===== config.mk =====
export PLATFORM = sky130hd
export DESIGN_NAME = cascade_timer_pair
export DESIGN_NICKNAME = d
export VERILOG_FILES = /design/src/rtl/ctp_pkg.sv /design/src/rtl/ctp_prescaler.sv /design/src/rtl/ctp_edge_sync.sv /design/src/rtl/ctp_channel.sv /design/src/rtl/cascade_timer_pair.sv
export SDC_FILE = /design/constraint.sdc
export NUM_CORES = 1
export LEC_CHECK = 0
export BUFFER_PORTS_ARGS = -buffer_cell sky130_fd_sc_hd__buf_2
export CORE_AREA = 2 2 109 111
export DETAILED_ROUTE_END_ITERATION = 10
export DIE_AREA = 0 0 111 113
export PLACE_DENSITY = 0.62
export SLEW_MARGIN = 30
export SYNTH_ARGS = -nofsm -noshare
export SYNTH_HDL_FRONTEND = slang
export SYNTH_HIERARCHICAL = 1
export SYNTH_SLANG_ARGS = --single-unit

===== constraint.sdc =====
create_clock -name clk -period 6.7 [get_ports clk]
set_clock_uncertainty 0.05 [all_clocks]
set_input_delay 2.01 -clock clk [delete_from_list [all_inputs] [get_ports clk]]
set_output_delay 2.01 -clock clk [all_outputs]
set_load 0.005 [all_outputs]

===== src/rtl/ctp_pkg.sv =====
package ctp_pkg;
  localparam int SEL_W = 3;
  localparam int REG_W = 3;

  localparam logic [SEL_W-1:0] SEL_OFF      = 3'd0;
  localparam logic [SEL_W-1:0] SEL_DIV_LO   = 3'd1;
  localparam logic [SEL_W-1:0] SEL_DIV_MID  = 3'd2;
  localparam logic [SEL_W-1:0] SEL_DIV_HI   = 3'd3;
  localparam logic [SEL_W-1:0] SEL_CHAIN    = 3'd4;
  localparam logic [SEL_W-1:0] SEL_EXT_RISE = 3'd5;
  localparam logic [SEL_W-1:0] SEL_EXT_FALL = 3'd6;
  localparam logic [SEL_W-1:0] SEL_EXT_BOTH = 3'd7;

  localparam logic [REG_W-1:0] OFS_CTRL = 3'd0;
  localparam logic [REG_W-1:0] OFS_STAT = 3'd1;
  localparam logic [REG_W-1:0] OFS_CMPA = 3'd2;
  localparam logic [REG_W-1:0] OFS_CMPB = 3'd3;
  localparam logic [REG_W-1:0] OFS_CNT  = 3'd4;
endpackage


===== src/rtl/ctp_prescaler.sv =====
module ctp_prescaler #(
  parameter int WIDTH = 13,
  parameter int TAP_LO = 2,
  parameter int TAP_MID = 5,
  parameter int TAP_HI = 12
) (
  input  logic       clk,
  input  logic       rst,
  output logic [2:0] fall
);
  localparam int NTAP = 3;
  localparam int TAP [NTAP] = '{TAP_LO, TAP_MID, TAP_HI};

  logic [WIDTH-1:0] div_q;
  logic [NTAP-1:0]  prev_q;

  always_ff @(posedge clk) begin
    if (rst) begin
      div_q  <= '0;
      prev_q <= '0;
    end else begin
      div_q  <= div_q + 1'b1;
      prev_q <= {div_q[TAP_HI], div_q[TAP_MID], div_q[TAP_LO]};
    end
  end

  // one-cycle enable when a tap has just gone from 1 to 0
  for (genvar i = 0; i < NTAP; i++) begin : g_tap
    assign fall[i] = prev_q[i] & ~div_q[TAP[i]];
  end
endmodule


===== src/rtl/ctp_edge_sync.sv =====
module ctp_edge_sync #(
  parameter int STAGES = 2
) (
  input  logic clk,
  input  logic rst,
  input  logic pin,
  output logic rise,
  output logic fall
);
  logic [STAGES:0] chain_q;

  always_ff @(posedge clk) begin
    if (rst) chain_q <= '0;
    else     chain_q <= {chain_q[STAGES-1:0], pin};
  end

  assign rise = chain_q[STAGES-1] & ~chain_q[STAGES];
  assign fall = ~chain_q[STAGES-1] & chain_q[STAGES];
endmodule


===== src/rtl/ctp_channel.sv =====
module ctp_channel
  import ctp_pkg::*;
#(
  parameter int CW = 8
) (
  input  logic             clk,
  input  logic             rst,
  input  logic             tick,
  input  logic             wr_en,
  input  logic             rd_en,
  input  logic [REG_W-1:0] reg_sel,
  input  logic [CW-1:0]    wdata,
  output logic [CW-1:0]    rd_val,
  output logic [SEL_W-1:0] sel,
  output logic [CW-1:0]    cnt,
  output logic [CW-1:0]    cmp_a,
  output logic             flag_a,
  output logic             flag_b,
  output logic             ie_a,
  output logic             ie_b,
  output logic             ovf_pulse,
  output logic             cma_pulse,
  output logic             irq_a,
  output logic             irq_b
);
  logic [SEL_W-1:0] sel_q;
  logic             ie_a_q, ie_b_q;
  logic [CW-1:0]    cnt_q, cmp_a_q, cmp_b_q;
  logic             fa_q, fb_q, arm_a_q, arm_b_q;
  logic             ovf_q, cma_q, irq_a_q, irq_b_q;

  logic wr_ctrl, wr_stat, wr_cmpa, wr_cmpb, wr_cnt, rd_stat;
  logic advance, hit_a, hit_b;
  logic [CW-1:0] cnt_inc;

  assign wr_ctrl = wr_en && (reg_sel == OFS_CTRL);
  assign wr_stat = wr_en && (reg_sel == OFS_STAT);
  assign wr_cmpa = wr_en && (reg_sel == OFS_CMPA);
  assign wr_cmpb = wr_en && (reg_sel == OFS_CMPB);
  assign wr_cnt  = wr_en && (reg_sel == OFS_CNT);
  assign rd_stat = rd_en && (reg_sel == OFS_STAT);

  assign cnt_inc = cnt_q + 1'b1;
  assign advance = tick && !wr_cnt;
  assign hit_a   = advance && (cnt_inc == cmp_a_q);
  assign hit_b   = advance && (cnt_inc == cmp_b_q);

  always_ff @(posedge clk) begin
    if (rst) begin
      sel_q   <= SEL_OFF;
      ie_a_q  <= 1'b0;
      ie_b_q  <= 1'b0;
      cnt_q   <= '0;
      cmp_a_q <= '1;
      cmp_b_q <= '1;
      fa_q    <= 1'b0;
      fb_q    <= 1'b0;
      arm_a_q <= 1'b0;
      arm_b_q <= 1'b0;
      ovf_q   <= 1'b0;
      cma_q   <= 1'b0;
      irq_a_q <= 1'b0;
      irq_b_q <= 1'b0;
    end else begin
      if (wr_ctrl) begin
        sel_q  <= wdata[SEL_W-1:0];
        ie_a_q <= wdata[SEL_W];
        ie_b_q <= wdata[SEL_W+1];
      end
      if (wr_cmpa) cmp_a_q <= wdata;
      if (wr_cmpb) cmp_b_q <= wdata;

      if (wr_cnt)    cnt_q <= wdata;
      else if (tick) cnt_q <= cnt_inc;

      ovf_q <= advance && (cnt_q == '1);
      cma_q <= hit_a;

      // a match wins over a clearing write in the same cycle
      if (hit_a)                             fa_q <= 1'b1;
      else if (wr_stat && !wdata[0] && arm_a_q) fa_q <= 1'b0;
      if (hit_b)                             fb_q <= 1'b1;
      else if (wr_stat && !wdata[1] && arm_b_q) fb_q <= 1'b0;

      if (rd_stat) begin
        arm_a_q <= fa_q;
        arm_b_q <= fb_q;
      end else if (wr_stat) begin
        arm_a_q <= 1'b0;
        arm_b_q <= 1'b0;
      end

      irq_a_q <= fa_q && ie_a_q;
      irq_b_q <= fb_q && ie_b_q;
    end
  end

  always_comb begin
    case (reg_sel)
      OFS_CTRL: rd_val = {{(CW-SEL_W-2){1'b0}}, ie_b_q, ie_a_q, sel_q};
      OFS_STAT: rd_val = {{(CW-2){1'b0}}, fb_q, fa_q};
      OFS_CMPA: rd_val = cmp_a_q;
      OFS_CMPB: rd_val = cmp_b_q;
      OFS_CNT:  rd_val = cnt_q;
      default:  rd_val = '0;
    endcase
  end

  assign sel       = sel_q;
  assign cnt       = cnt_q;
  assign cmp_a     = cmp_a_q;
  assign flag_a    = fa_q;
  assign flag_b    = fb_q;
  assign ie_a      = ie_a_q;
  assign ie_b      = ie_b_q;
  assign ovf_pulse = ovf_q;
  assign cma_pulse = cma_q;
  assign irq_a     = irq_a_q;
  assign irq_b     = irq_b_q;
endmodule


===== src/rtl/cascade_timer_pair.sv =====
module cascade_timer_pair
  import ctp_pkg::*;
#(
  parameter int CW = 8,
  parameter int PRE_W = 13,
  parameter int SYNC_STAGES = 2
) (
  input  logic               clk,
  input  logic               rst,
  input  logic [REG_W:0]     addr,
  input  logic [CW-1:0]      wdata,
  input  logic               we,
  input  logic               re,
  output logic [CW-1:0]      rdata,
  input  logic               ext_clk,
  output logic [1:0]         irq_a,
  output logic [1:0]         irq_b
);
  localparam int NCH = 2;

  logic [2:0] div_fall;
  logic       ext_rise, ext_fall;
  logic       chain_ok;

  logic [NCH-1:0][CW-1:0]    cnt_v, cmpa_v, rdv_v;
  logic [NCH-1:0][SEL_W-1:0] sel_v;
  logic [NCH-1:0]            flag_a_v, flag_b_v, ie_a_v, ie_b_v;
  logic [NCH-1:0]            ovf_v, cma_v, tick_v, chain_src;
  logic [CW-1:0]             rdata_q;

  ctp_prescaler #(.WIDTH(PRE_W), .TAP_LO(2), .TAP_MID(5), .TAP_HI(PRE_W-1)) u_pre (
    .clk(clk), .rst(rst), .fall(div_fall)
  );

  ctp_edge_sync #(.STAGES(SYNC_STAGES)) u_ext (
    .clk(clk), .rst(rst), .pin(ext_clk), .rise(ext_rise), .fall(ext_fall)
  );

  // cross-channel sources: ch0 follows ch1 wrap, ch1 follows ch0 compare A
  assign chain_src[0] = ovf_v[1];
  assign chain_src[1] = cma_v[0];
  assign chain_ok     = !((sel_v[0] == SEL_CHAIN) && (sel_v[1] == SEL_CHAIN));

  for (genvar c = 0; c < NCH; c++) begin : g_ch
    always_comb begin
      case (sel_v[c])
        SEL_DIV_LO:   tick_v[c] = div_fall[0];
        SEL_DIV_MID:  tick_v[c] = div_fall[1];
        SEL_DIV_HI:   tick_v[c] = div_fall[2];
        SEL_CHAIN:    tick_v[c] = chain_ok && chain_src[c];
        SEL_EXT_RISE: tick_v[c] = ext_rise;
        SEL_EXT_FALL: tick_v[c] = ext_fall;
        SEL_EXT_BOTH: tick_v[c] = ext_rise || ext_fall;
        default:      tick_v[c] = 1'b0;
      endcase
    end

    ctp_channel #(.CW(CW)) u_chan (
      .clk      (clk),
      .rst      (rst),
      .tick     (tick_v[c]),
      .wr_en    (we && (addr[REG_W] == c[0])),
      .rd_en    (re && (addr[REG_W] == c[0])),
      .reg_sel  (addr[REG_W-1:0]),
      .wdata    (wdata),
      .rd_val   (rdv_v[c]),
      .sel      (sel_v[c]),
      .cnt      (cnt_v[c]),
      .cmp_a    (cmpa_v[c]),
      .flag_a   (flag_a_v[c]),
      .flag_b   (flag_b_v[c]),
      .ie_a     (ie_a_v[c]),
      .ie_b     (ie_b_v[c]),
      .ovf_pulse(ovf_v[c]),
      .cma_pulse(cma_v[c]),
      .irq_a    (irq_a[c]),
      .irq_b    (irq_b[c])
    );
  end

  always_ff @(posedge clk) begin
    if (rst)     rdata_q <= '0;
    else if (re) rdata_q <= rdv_v[addr[REG_W]];
  end

  assign rdata = rdata_q;
endmodule


# Yosys cells after proc, flatten, opt, wreduce, memory -nomap -nowiden
# Index checks and enable logic that the tools add are counted.
[classes]
addsub = 3
n_lt_le_gt_ge = 1
eq_ne = 23
mux = 24
bitwise = 11
reduce_logical = 53
[ops]
columns = ["op", "n"]
rows = [
  ["$pmux W8 S5", 2],
  ["$mux W8", 6],
  ["$logic_and A1 B1 Y1", 38],
  ["$eq A8 B8 Y1", 4],
  ["$eq A3 B3 Y1 const B", 9],
  ["$eq A3 B2 Y1 const B", 6],
  ["$add A8 B1 Y8 const B", 2],
  ["$reduce_bool A2 Y1", 8],
  ["$mux W1", 14],
  ["$pmux W1 S7", 2],
  ["$add A13 B1 Y13 const B", 1],
  ["$eq A3 B1 Y1 const B", 3],
  ["$eq A8 B8 Y1 const B", 1],
  ["$not A1 Y1", 6],
  ["$and A1 B1 Y1", 5],
  ["$logic_not A1 Y1", 5],
  ["$logic_not A3 Y1", 1],
  ["$lt A1 B2 Y1 const B", 1],
  ["$logic_or A1 B1 Y1", 1],
]
[totals]
regBits = 99
in_bits = 17
output_inout_bits = 12
word_cells = 145

# Depth between registers and ports, before layout
# Gate-level depths: netlist of the first run.
[depth]
depth_word = 8
ltp_mapped = 10
ltp_nobuf = 9

# By module
# Netlist of the first run, hierarchy kept.
[modules_own_cells]
columns = ["module", "instances", "cells_each", "area_per_inst_um2", "seq_area_each_um2"]
rows = [
  ["ctp_channel", 2, 252, 2167.1, 740.7],
  ["ctp_prescaler", 1, 70, 635.6, 320.3],
  ["cascade_timer_pair", 1, 54, 500.5, 160.2],
  ["ctp_edge_sync", 1, 8, 91.3, 60.1],
]

# Worst setup path after synthesis of the first run
# No wires, ideal clock.
[synth_path]
kind = "in2reg"
from = "input port addr[3]"
to = "register g_ch[0].u_chan.cmp_a_q[4]"
setup_ns = 0.120
arrival_time_ns = 3.281
required_time_ns = 6.530
setup_slack_ns = 3.249
cell_stages = 7
n_path_buf = 2
cell_sequence = "buf_6 nor2b_1 nand2b_1 nor3b_2 buf_2 nor2_1 a211o_1"
[synth_between]
elab_chain_cells = 3
[synth_lines]
columns = ["element", "line_no", "source"]
rows = [
  ["start, declared", "cascade_timer_pair.sv:10", "input logic [REG_W:0] addr,"],
  ["$not A1 Y1", "cascade_timer_pair.sv:62", ".wr_en (we && (addr[REG_W] == c[0])),"],
  ["$logic_and A1 B1 Y1", "cascade_timer_pair.sv:62", ""],
  ["$logic_and A1 B1 Y1", "ctp_channel.sv:38", "assign wr_cmpa = wr_en && (reg_sel == OFS_CMPA);"],
  ["end signal, assigned", "ctp_channel.sv:70", "if (wr_cmpa) cmp_a_q <= wdata;"],
  ["end, declared", "ctp_channel.sv:28", "logic [CW-1:0] cnt_q, cmp_a_q, cmp_b_q;"],
]
# No other way between the ends.
# A chain may end at the register's enable or synchronous reset.

# Worst setup path after layout of the first run
[layout_path]
from = "input port addr[0]"
to = "register g_ch[0].u_chan.fa_q"
[layout_between]
elab_chain_cells = 6
[layout_lines]
columns = ["element", "line_no", "source"]
rows = [
  ["$eq A3 B3 Y1", "ctp_channel.sv:40", "assign wr_cnt = wr_en && (reg_sel == OFS_CNT);"],
  ["$logic_and A1 B1 Y1", "ctp_channel.sv:40", ""],
  ["$logic_not A1 Y1", "ctp_channel.sv:44", "assign advance = tick && !wr_cnt;"],
  ["$logic_and A1 B1 Y1", "ctp_channel.sv:44", ""],
  ["$logic_and A1 B1 Y1", "ctp_channel.sv:45", "assign hit_a = advance && (cnt_inc == cmp_a_q);"],
  ["$mux W1 / $reduce_bool A2 Y1 (equally long branches)", "--", ""],
  ["end signal, assigned", "ctp_channel.sv:56", "fa_q <= 1'b0;"],
  ["end signal, assigned", "ctp_channel.sv:80", "if (hit_a) fa_q <= 1'b1;"],
  ["end signal, assigned", "ctp_channel.sv:81", "else if (wr_stat && !wdata[0] && arm_a_q) fa_q <= 1'b0;"],
  ["end, declared", "ctp_channel.sv:29", "logic fa_q, fb_q, arm_a_q, arm_b_q;"],
]
# Several ways; a longest one is shown, not always the timed one.

==> results.sh, run 1 <==
export IMPL_status="completed"
export IMPL_ys_warnings_count=6
export IMPL_dp_cells=756
export IMPL_timing_final_setup_violations=0
export IMPL_worst_r2r_startpoint="u_pre/div_q[2]"
export IMPL_postRouteAntennaNets=0
export IMPL_antenna_diode_count=0
export IMPL_maxSlewViolCount=0
export IMPL_design_die_area_um2=12500
export IMPL_detailedRoute_firstPassIterationCount=4
export IMPL_period_needed_ns=4.07
export IMPL_slowest_delay_ns=0.75
export IMPL_critical_path_top_delay_family="simple AND/OR/NAND/NOR gates"
export IMPL_core_rowCount=39
export IMPL_final_common_cell="sky130_fd_sc_hd__dfxtp_1"
export IMPL_area_occupied_by_registers_um2=1980
export IMPL_globalRouteTotalUtil=0.229
export IMPL_ir_drop_v=0.000189
export IMPL_timing_setup_tns_ns=0
export IMPL_clock_path_buffers=2
export IMPL_syn_area_um2=5500
export IMPL_syn2layout_area_growth_pct=6.57
export IMPL_net_switching_power_mw=0.299
export IMPL_power_leakage_nw=2.07
export IMPL_synthesis_instances=630
export IMPL_deepest_level_of_the_cts_h_tree=3
export IMPL_layout_cells_most_common_list="sky130_fd_sc_hd__dfxtp_1 (99), sky130_fd_sc_hd__nor2_1 (74), sky130_fd_sc_hd__nor2b_1 (47)"
export IMPL_die_x_um=111
export IMPL_routabilityCongestion=0.899
export IMPL_detail_route_wirelength_um=13900
export IMPL_maxCapViolCount=0
export IMPL_die_height_um=113
export IMPL_tightest_slew_ns=0.965
export IMPL_gr_max_usage_layer="met2"
export IMPL_grt_pass1_wl_um=22700
export IMPL_setup_worst_path_end_class="flip-flop"
export IMPL_hold_path_class="flip-flop to flip-flop"
export IMPL_start_kind="primary input"
export IMPL_layout_drive_gt1_share=0.0909
export IMPL_cp_num_buf_inv=1
export IMPL_routed_wire_length_per_instance_um=18.0
export IMPL_max_slew_margin_rel=0.354
export IMPL_crit_start="addr[0]"
export IMPL_io_count=29
export IMPL_design_final_nets=644
export IMPL_timing_critical_path_fanout_max=34
export IMPL_grt_use_met2=0.353
export IMPL_cts_root_buf="sky130_fd_sc_hd__clkbuf_16"
export IMPL_grt_met3_usage=0.0589
export IMPL_final_fill_count=1085
export IMPL_cts_tree="yes"
export IMPL_power_density_nw_per_um2=203
export IMPL_timing_worst_setup_path_type="primary input to flip-flop"
export IMPL_drc_errors=0
export IMPL_initial_antenna_violation_count=0
export IMPL_p_seq_frac=0.518
export IMPL_intPower_mw=0.892
export IMPL_worst_ep_arrival_time_ns=4.26
export IMPL_cts_hold_fix_buffers=0
export IMPL_combinationalPowerShare=0.092
export IMPL_number_of_non_filler_instances_in_the_completed_layout=770
export IMPL_drtIter0Drc=439
export IMPL_vias_per_cell=5.91
export IMPL_cts_inserted_buffers=9
export IMPL_required_time_of_the_worst_setup_path_ns=6.90
export IMPL_clk_transition_reported_paths_ns=0.06
export IMPL_dp_hpwl_um=9450
export IMPL_share_of_the_clock_period_used_by_the_worst_path_after_layout=0.607
export IMPL_cts_sinks=99
export IMPL_switching_share=0.251
export IMPL_synth_nets=650
export IMPL_rsz_0062_raised_after_global_routing="no"
export IMPL_finalHoldViolCount=0
export IMPL_clock_power_frac=0.390
export IMPL_initial_core_util=0.488
export IMPL_synthesis_area_per_instance_um2=8.73
export IMPL_source_to_sink_clock_delay_at_the_later_pin_of_the_worst_skew_pair_ns=0.35
export IMPL_multi_input_area_um2=3280
export IMPL_maximum_number_of_pins_on_one_net_before_global_route_repair=53
export IMPL_critPathSlowestCell="sky130_fd_sc_hd__nand4bb_1"
export IMPL_grt_remaining_overflow=0
export IMPL_num_vias=4551
export IMPL_fin_total_pwr_mw=1.19
export IMPL_port_buffers=28
export IMPL_postCtsSetupBuffers=0
export IMPL_number_of_global_route_vias_before_repair=4267
export IMPL_cts_repair_resize_count=0
export IMPL_timing_critical_path_cells="buf_2 > nand4bb_1 > nand4_1 > a41oi_1 > o2111ai_1 > o31ai_1"
export IMPL_hold_path_startpoint="u_ext/chain_q[0]"
export IMPL_fmax_mhz=246
export IMPL_core_region_area_um2=11300
export IMPL_groute_layer_met1_usage=0.317
-- worst paths after layout --
path | endpoint | slack (ns) | cells past startpoint
worst max-delay path | g_ch[0].u_chan/flag_a | 2.63 | 6
worst min-delay path | u_ext/chain_q[1] | 0.39 | 1
worst max register to register | g_ch[0].u_chan/flag_a | 3.85 | 9
worst min register to register | u_ext/chain_q[1] | 0.39 | 1
-- sequential cells by signal (all words and copies together), names as in the netlist --
register	count
g_ch.u_chan/flag_b	2
g_ch.u_chan/arm_a_q	2
g_ch.u_chan/cmp_b_q	16
u_pre/div_q	13
g_ch.u_chan/cma_pulse	1
g_ch.u_chan/arm_b_q	2
g_ch.u_chan/ie_b	2
u_ext/chain_q	3
u_pre/prev_q	3
g_ch.u_chan/ie_a	2
g_ch.u_chan/sel	6
g_ch.u_chan/cnt	16
rdata	8
g_ch.u_chan/flag_a	2
g_ch.u_chan/ovf_pulse	1
g_ch.u_chan/irq_a	2
g_ch.u_chan/cmp_a	16
g_ch.u_chan/irq_b	2
-- worst register-to-register path, delay by kind of cell (launching register included) --
family          cells  cell delay (ns)
compound gates      5             1.50
simple gates        3             0.67
flops               1             0.37
mux                 1             0.15
-- power groups by stage --
stage          Combinational [mW]  Clock (mW)  Sequential, mW
2_1_floorplan              0.0800           0           0.623
3_3_place_gp                0.105           0           0.630
3_5_place_dp                0.108           0           0.630
4_1_cts                     0.108       0.478           0.617
5_1_grt                     0.121       0.501           0.619
6_report                    0.110       0.464           0.617
-- through the flow --
step / hold WS [ns] / area (um2) / utilization / setup slack, ns
after floorplan: 0.364 / 5500 / - / 3.25
after global placement: 0.381 / 5600 / 0.497 / 2.36
after detailed placement: 0.377 / 5600 / 0.497 / 2.32
after CTS: 0.393 / 5850 / 0.519 / 2.69
after global routing: 0.419 / 5860 / 0.520 / 2.44
final: 0.392 / 5860 / 0.520 / 2.63
-- routing by layer --
layer / part of all wire / vias to the layer above
met1: 0.49 / 2146
met3: 0.060 / 18
met5: 0 / -
met2: 0.44 / 135
li1: - / 2252
met4: 0.017 / 0
-- cell type report --
class / instances / area share
inverters: 7 / 0.00448
flip-flops and latches: 99 / 0.338
repair buffers: 29 / 0.0252
multi-input cells: 478 / 0.559
clock buffers: 11 / 0.0397
well taps: 143 / 0.0305
clock inverters: 3 / 0.00299
Note: power is estimated with default switching activity, not from simulation.
==> run 2: changes to the inputs <==
ABC_AREA = 1   (was not set)
CORE_AREA = 2 2 107 109   (was 2 2 109 111)
DIE_AREA = 0 0 109 111   (was 0 0 111 113)
PLACE_DENSITY = 0.65   (was 0.62)
clock period = 3.4 ns   (was 6.7 ns; I/O delays follow)
==> results.sh, run 2 <==
export IMPL_detail_route_wirelength_um=15300
export IMPL_cts_sinks=99
export IMPL_net_switching_power_mw=0.631
export IMPL_timing_worst_setup_path_type="primary input to flip-flop"
export IMPL_syn2layout_area_growth_pct=11.1
export IMPL_synthesis_area_per_instance_um2=6.35
export IMPL_cts_root_buf="sky130_fd_sc_hd__clkbuf_16"
export IMPL_grt_met3_usage=0.0535
export IMPL_clk_transition_reported_paths_ns=0.07
export IMPL_groute_layer_met1_usage=0.330
export IMPL_clock_power_frac=0.429
export IMPL_initial_antenna_violation_count=0
export IMPL_port_buffers=28
export IMPL_routabilityCongestion=0.929
export IMPL_drc_errors=0
export IMPL_num_vias=5511
export IMPL_number_of_global_route_vias_before_repair=4993
export IMPL_design_final_nets=890
export IMPL_routed_wire_length_per_instance_um=15.0
export IMPL_io_count=29
export IMPL_vias_per_cell=5.41
export IMPL_postRouteAntennaNets=0
export IMPL_worst_ep_arrival_time_ns=2.48
export IMPL_design_die_area_um2=12100
export IMPL_syn_area_um2=5330
export IMPL_cts_tree="yes"
export IMPL_core_region_area_um2=11100
export IMPL_timing_setup_tns_ns=0
export IMPL_intPower_mw=1.81
export IMPL_p_seq_frac=0.491
export IMPL_maxCapViolCount=0
export IMPL_clock_path_buffers=2
export IMPL_setup_worst_path_end_class="flip-flop"
export IMPL_area_occupied_by_registers_um2=1980
export IMPL_hold_path_class="flip-flop to flip-flop"
export IMPL_initial_core_util=0.481
export IMPL_finalHoldViolCount=0
export IMPL_cts_repair_resize_count=0
export IMPL_dp_hpwl_um=11400
export IMPL_cts_hold_fix_buffers=0
export IMPL_die_x_um=109
export IMPL_power_leakage_nw=2.82
export IMPL_grt_pass1_wl_um=24300
export IMPL_synthesis_instances=839
export IMPL_share_of_the_clock_period_used_by_the_worst_path_after_layout=0.673
export IMPL_status="completed"
export IMPL_synth_nets=859
export IMPL_ir_drop_v=0.000360
export IMPL_max_slew_margin_rel=0.653
export IMPL_power_density_nw_per_um2=413
export IMPL_timing_critical_path_fanout_max=13
export IMPL_period_needed_ns=2.29
export IMPL_maximum_number_of_pins_on_one_net_before_global_route_repair=37
export IMPL_deepest_level_of_the_cts_h_tree=3
export IMPL_source_to_sink_clock_delay_at_the_later_pin_of_the_worst_skew_pair_ns=0.35
export IMPL_tightest_slew_ns=0.517
export IMPL_rsz_0062_raised_after_global_routing="no"
export IMPL_core_rowCount=39
export IMPL_combinationalPowerShare=0.080
export IMPL_gr_max_usage_layer="met2"
export IMPL_grt_use_met2=0.421
export IMPL_detailedRoute_firstPassIterationCount=5
export IMPL_layout_cells_most_common_list="sky130_fd_sc_hd__nand2_1 (248), sky130_fd_sc_hd__inv_1 (127), sky130_fd_sc_hd__dfxtp_1 (99)"
export IMPL_drtIter0Drc=445
export IMPL_cts_inserted_buffers=9
export IMPL_grt_remaining_overflow=0
export IMPL_minimum_setup_slack_in_the_final_design_ns=1.11
export IMPL_start_kind="primary input"
export IMPL_pre_cts_slack_ns=0.801
export IMPL_timing_final_setup_violations=0
export IMPL_maxSlewViolCount=0
export IMPL_postCtsSetupBuffers=0
export IMPL_required_time_of_the_worst_setup_path_ns=3.59
export IMPL_layout_drive_gt1_share=0.0846
export IMPL_fmax_mhz=437
export IMPL_final_common_cell="sky130_fd_sc_hd__nand2_1"
export IMPL_globalRouteTotalUtil=0.258
export IMPL_die_height_um=111
export IMPL_antenna_diode_count=0
export IMPL_multi_input_area_um2=2780
export IMPL_final_fill_count=1123
export IMPL_switching_share=0.258
export IMPL_ys_warnings_count=6
run 2: final cells by class:
class | instances | share of cell area
flip-flops and latches | 99 | 0.335
inverters | 133 | 0.0843
clock buffers | 9 | 0.0380
multi-input cells | 594 | 0.470
clock inverters | 7 | 0.0127
well taps | 143 | 0.0302
repair buffers | 33 | 0.0300
run 2: path summary, 6_finish.rpt:
check	endpoint	slack [ns]	cells past startpoint	from
max	g_ch[1].u_chan/flag_b	1.11	10	addr[3]
min reg2reg	u_ext/chain_q[1]	0.36	2	u_ext/chain_q[0]
max reg2reg	g_ch[0].u_chan/cma_pulse	1.53	10	g_ch[0].u_chan/cnt[0]
min	u_ext/chain_q[1]	0.36	2	u_ext/chain_q[0]
run 2: layer usage:
metal,wire length [um],share of wire,vias to the layer above
met5,0,0,-
met2,7270,0.48,186
met4,498,0.033,0
li1,-,-,2773
met3,1020,0.067,42
met1,6510,0.43,2510
run 2: per-stage QoR:
stage	power, mW	hold slack [ns]	cells	util	instance area [um2]
after global routing	2.53	0.389	1018	0.534	5920
after detailed placement	1.42	0.356	1002	0.507	5620
after global placement	1.41	0.346	1002	0.507	5620
after CTS	2.47	0.375	1018	0.534	5920
after floorplan	1.34	0.338	839	-	5330
final	2.44	0.365	1018	0.534	5920
run 2: power by group through the flow:
stage	combinational [mW]	sequential (mW)	clock [mW]
after floorplan	0.118	1.22	0
after global placement	0.188	1.23	0
after detailed placement	0.191	1.23	0
after CTS	0.192	1.20	1.07
after global routing	0.217	1.20	1.11
final	0.195	1.20	1.05
run 2: worst max-delay path: stages:
cell and delay (ns):
sky130_fd_sc_hd__buf_2 0.11, sky130_fd_sc_hd__nand2_1 0.06, sky130_fd_sc_hd__inv_1 0.32, sky130_fd_sc_hd__nand3_1 0.26, sky130_fd_sc_hd__nand2_1 0.23, sky130_fd_sc_hd__inv_1 0.11, sky130_fd_sc_hd__nand3_1 0.12, sky130_fd_sc_hd__nor2_1 0.05
sky130_fd_sc_hd__nand4_1 0.12, sky130_fd_sc_hd__nand2_1 0.07
==> run 3: changes to the inputs <==
PLACE_DENSITY = 0.62   (was 0.65)
clock period = 2.2 ns   (was 3.4 ns; I/O delays follow)
==> results.sh, run 3 (same netlist as run 2, synthesis figures left out) <==
export IMPL_status="completed"
export IMPL_worst_ep_arrival_time_ns=2.10
export IMPL_finalHoldViolCount=0
export IMPL_setup_slack_reg_to_reg_ns=0.35
export IMPL_core_rowCount=39
export IMPL_design_die_area_um2=12100
export IMPL_cts_tree="yes"
export IMPL_crit_start="g_ch[0].u_chan/cnt[1]"
export IMPL_cts_sinks=99
export IMPL_worst_hold_slack_ns=0.351
export IMPL_worst_r2r_startpoint="g_ch[0].u_chan/cnt[1]"
export IMPL_minimum_setup_slack_in_the_final_design_ns=0.349
export IMPL_die_x_um=109
export IMPL_period_needed_ns=1.85
export IMPL_die_height_um=111
export IMPL_routabilityCongestion=0.966
export IMPL_start_kind="flip-flop"
export IMPL_grt_remaining_overflow=0
export IMPL_maximum_number_of_pins_on_one_net_before_global_route_repair=19
export IMPL_timing_setup_tns_ns=0
export IMPL_vias_per_cell=5.30
export IMPL_detail_route_wirelength_um=15600
export IMPL_cts_root_buf="sky130_fd_sc_hd__clkbuf_16"
export IMPL_initial_antenna_violation_count=0
export IMPL_pre_cts_slack_ns=0.149
export IMPL_postRouteAntennaNets=0
export IMPL_dp_hpwl_um=12100
export IMPL_final_fill_count=1124
export IMPL_core_region_area_um2=11100
export IMPL_clock_path_buffers=2
export IMPL_antenna_diode_count=0
export IMPL_crit_cells=11
export IMPL_layout_cells_most_common_list="sky130_fd_sc_hd__nand2_1 (248), sky130_fd_sc_hd__inv_1 (127), sky130_fd_sc_hd__dfxtp_1 (99)"
export IMPL_drtIter0Drc=363
export IMPL_fmax_mhz=540
export IMPL_cts_hold_fix_buffers=0
export IMPL_max_slew_margin_rel=0.741
export IMPL_rsz_0062_raised_after_global_routing="no"
export IMPL_required_time_of_the_worst_setup_path_ns=2.45
export IMPL_timing_critical_path_fanout_max=5
export IMPL_crit_path_frequent_cell="sky130_fd_sc_hd__nand2_1"
export IMPL_number_of_global_route_vias_before_repair=5124
export IMPL_crit_end="g_ch[0].u_chan/flag_a"
export IMPL_initial_core_util=0.481
export IMPL_cts_repair_resize_count=0
export IMPL_tightest_slew_ns=0.388
export IMPL_maxSlewViolCount=0
export IMPL_slowest_delay_ns=0.46
export IMPL_maxCapViolCount=0
export IMPL_source_to_sink_clock_delay_at_the_later_pin_of_the_worst_skew_pair_ns=0.35
export IMPL_globalRouteTotalUtil=0.272
export IMPL_design_final_nets=902
export IMPL_clk_transition_reported_paths_ns=0.07
export IMPL_timing_worst_setup_path_type="flip-flop to flip-flop"
export IMPL_critical_path_top_delay_family="simple AND/OR/NAND/NOR gates"
export IMPL_port_buffers=28
export IMPL_deepest_level_of_the_cts_h_tree=3
export IMPL_drc_errors=0
export IMPL_r2r_end="g_ch[0].u_chan/flag_a"
export IMPL_timing_critical_path_cells="ha_1 > inv_1 > nand2_1 > nand2_1 > nand2_1 > nand2_1 > nor2_1 > nand3_1 > nor2_1 > nand3_1 > nand2_1"
export IMPL_grt_pass1_wl_um=25600
export IMPL_routed_wire_length_per_instance_um=15.1
export IMPL_final_common_cell="sky130_fd_sc_hd__nand2_1"
export IMPL_ir_drop_v=0.000372
export IMPL_syn2layout_area_growth_pct=12.6
export IMPL_layout_drive_gt1_share=0.0958
export IMPL_detailedRoute_firstPassIterationCount=5
export IMPL_setup_worst_path_end_class="flip-flop"
export IMPL_cts_inserted_buffers=9
export IMPL_power_density_nw_per_um2=617
export IMPL_num_vias=5455
export IMPL_share_of_the_clock_period_used_by_the_worst_path_after_layout=0.841
export IMPL_reg2regPathDepth=11
export IMPL_hold_path_class="flip-flop to flip-flop"
export IMPL_postCtsSetupBuffers=0
export IMPL_cp_num_buf_inv=1
export IMPL_power_leakage_nw=2.88
export IMPL_critPathSlowestCell="sky130_fd_sc_hd__dfxtp_1"
export IMPL_timing_final_setup_violations=0
export IMPL_io_count=29
run 3: cell types whose count changed in the layout (fill, tap and decap cells not counted), sizes merged:
cell      previous run  this run
clkinvlp             3         0
inv                132       133
buf                 33        45
bufinv               1         0
clkbuf               9        12
run 3: metrics by stage:
| step | cell area [um2] | power, mW | instances | utilization |
|---|---|---|---|---|
| final | 6000 | 3.70 | 1030 | 0.541 |
| after global routing | 6000 | 3.85 | 1030 | 0.541 |
| after CTS | 6000 | 3.73 | 1030 | 0.541 |
| after detailed placement | 5710 | 2.20 | 1014 | 0.515 |
| after global placement | 5710 | 2.20 | 1014 | 0.515 |
| after floorplan | 5330 | 2.07 | 839 | - |
run 3: area by class of cell:
| class | count | area (um2) | share of cell area |
|---|---|---|---|
| clock buffers | 12 | 256 | 0.0428 |
| inverters | 133 | 499 | 0.0832 |
| well taps | 143 | 179 | 0.0298 |
| repair buffers | 45 | 268 | 0.0446 |
| flip-flops and latches | 99 | 1980 | 0.330 |
| clock inverters | 4 | 31.3 | 0.00522 |
| multi-input cells | 594 | 2780 | 0.464 |
run 3: how the worst min path moves through the flow:
| stage | from | endpoint | slack (ns) | cells after the start |
|---|---|---|---|---|
| 2_1_floorplan | u_ext/chain_q[0] | u_ext/chain_q[1] | 0.34 | 2 |
| 3_3_place_gp | u_ext/chain_q[0] | u_ext/chain_q[1] | 0.34 | 2 |
| 3_5_place_dp | u_ext/chain_q[0] | u_ext/chain_q[1] | 0.34 | 2 |
| 4_1_cts | u_ext/chain_q[0] | u_ext/chain_q[1] | 0.35 | 2 |
| 5_1_grt | u_ext/chain_q[0] | u_ext/chain_q[1] | 0.38 | 2 |
| 6_report | u_ext/chain_q[0] | u_ext/chain_q[1] | 0.35 | 2 |
run 3: where the power goes:
| part | total, mW | switching (mW) | internal [mW] |
|---|---|---|---|
| combinational | 0.308 | 0.210 | 0.0977 |
| sequential | 1.86 | 0.0297 | 1.83 |
| clock | 1.54 | 0.698 | 0.840 |
run 3: worst min-delay path: cells and delay by family (launching register included):
| family | cells | cell delay (ns) |
|---|---|---|
| AND/OR/NAND/NOR | 1 | 0.03 |
| flip-flops | 1 | 0.30 |
| buffers and inverters | 1 | 0.04 |
run 3: layer usage:
metal / vias to the layer above / global-route usage / wire (um) / part of all wire
met5: - / 0 / 0 / 0
met4: 0 / 0.148 / 657 / 0.042
met3: 45 / 0.0400 / 784 / 0.050
met2: 155 / 0.434 / 7310 / 0.47
met1: 2461 / 0.349 / 6830 / 0.44
li1: 2794 / - / - / -
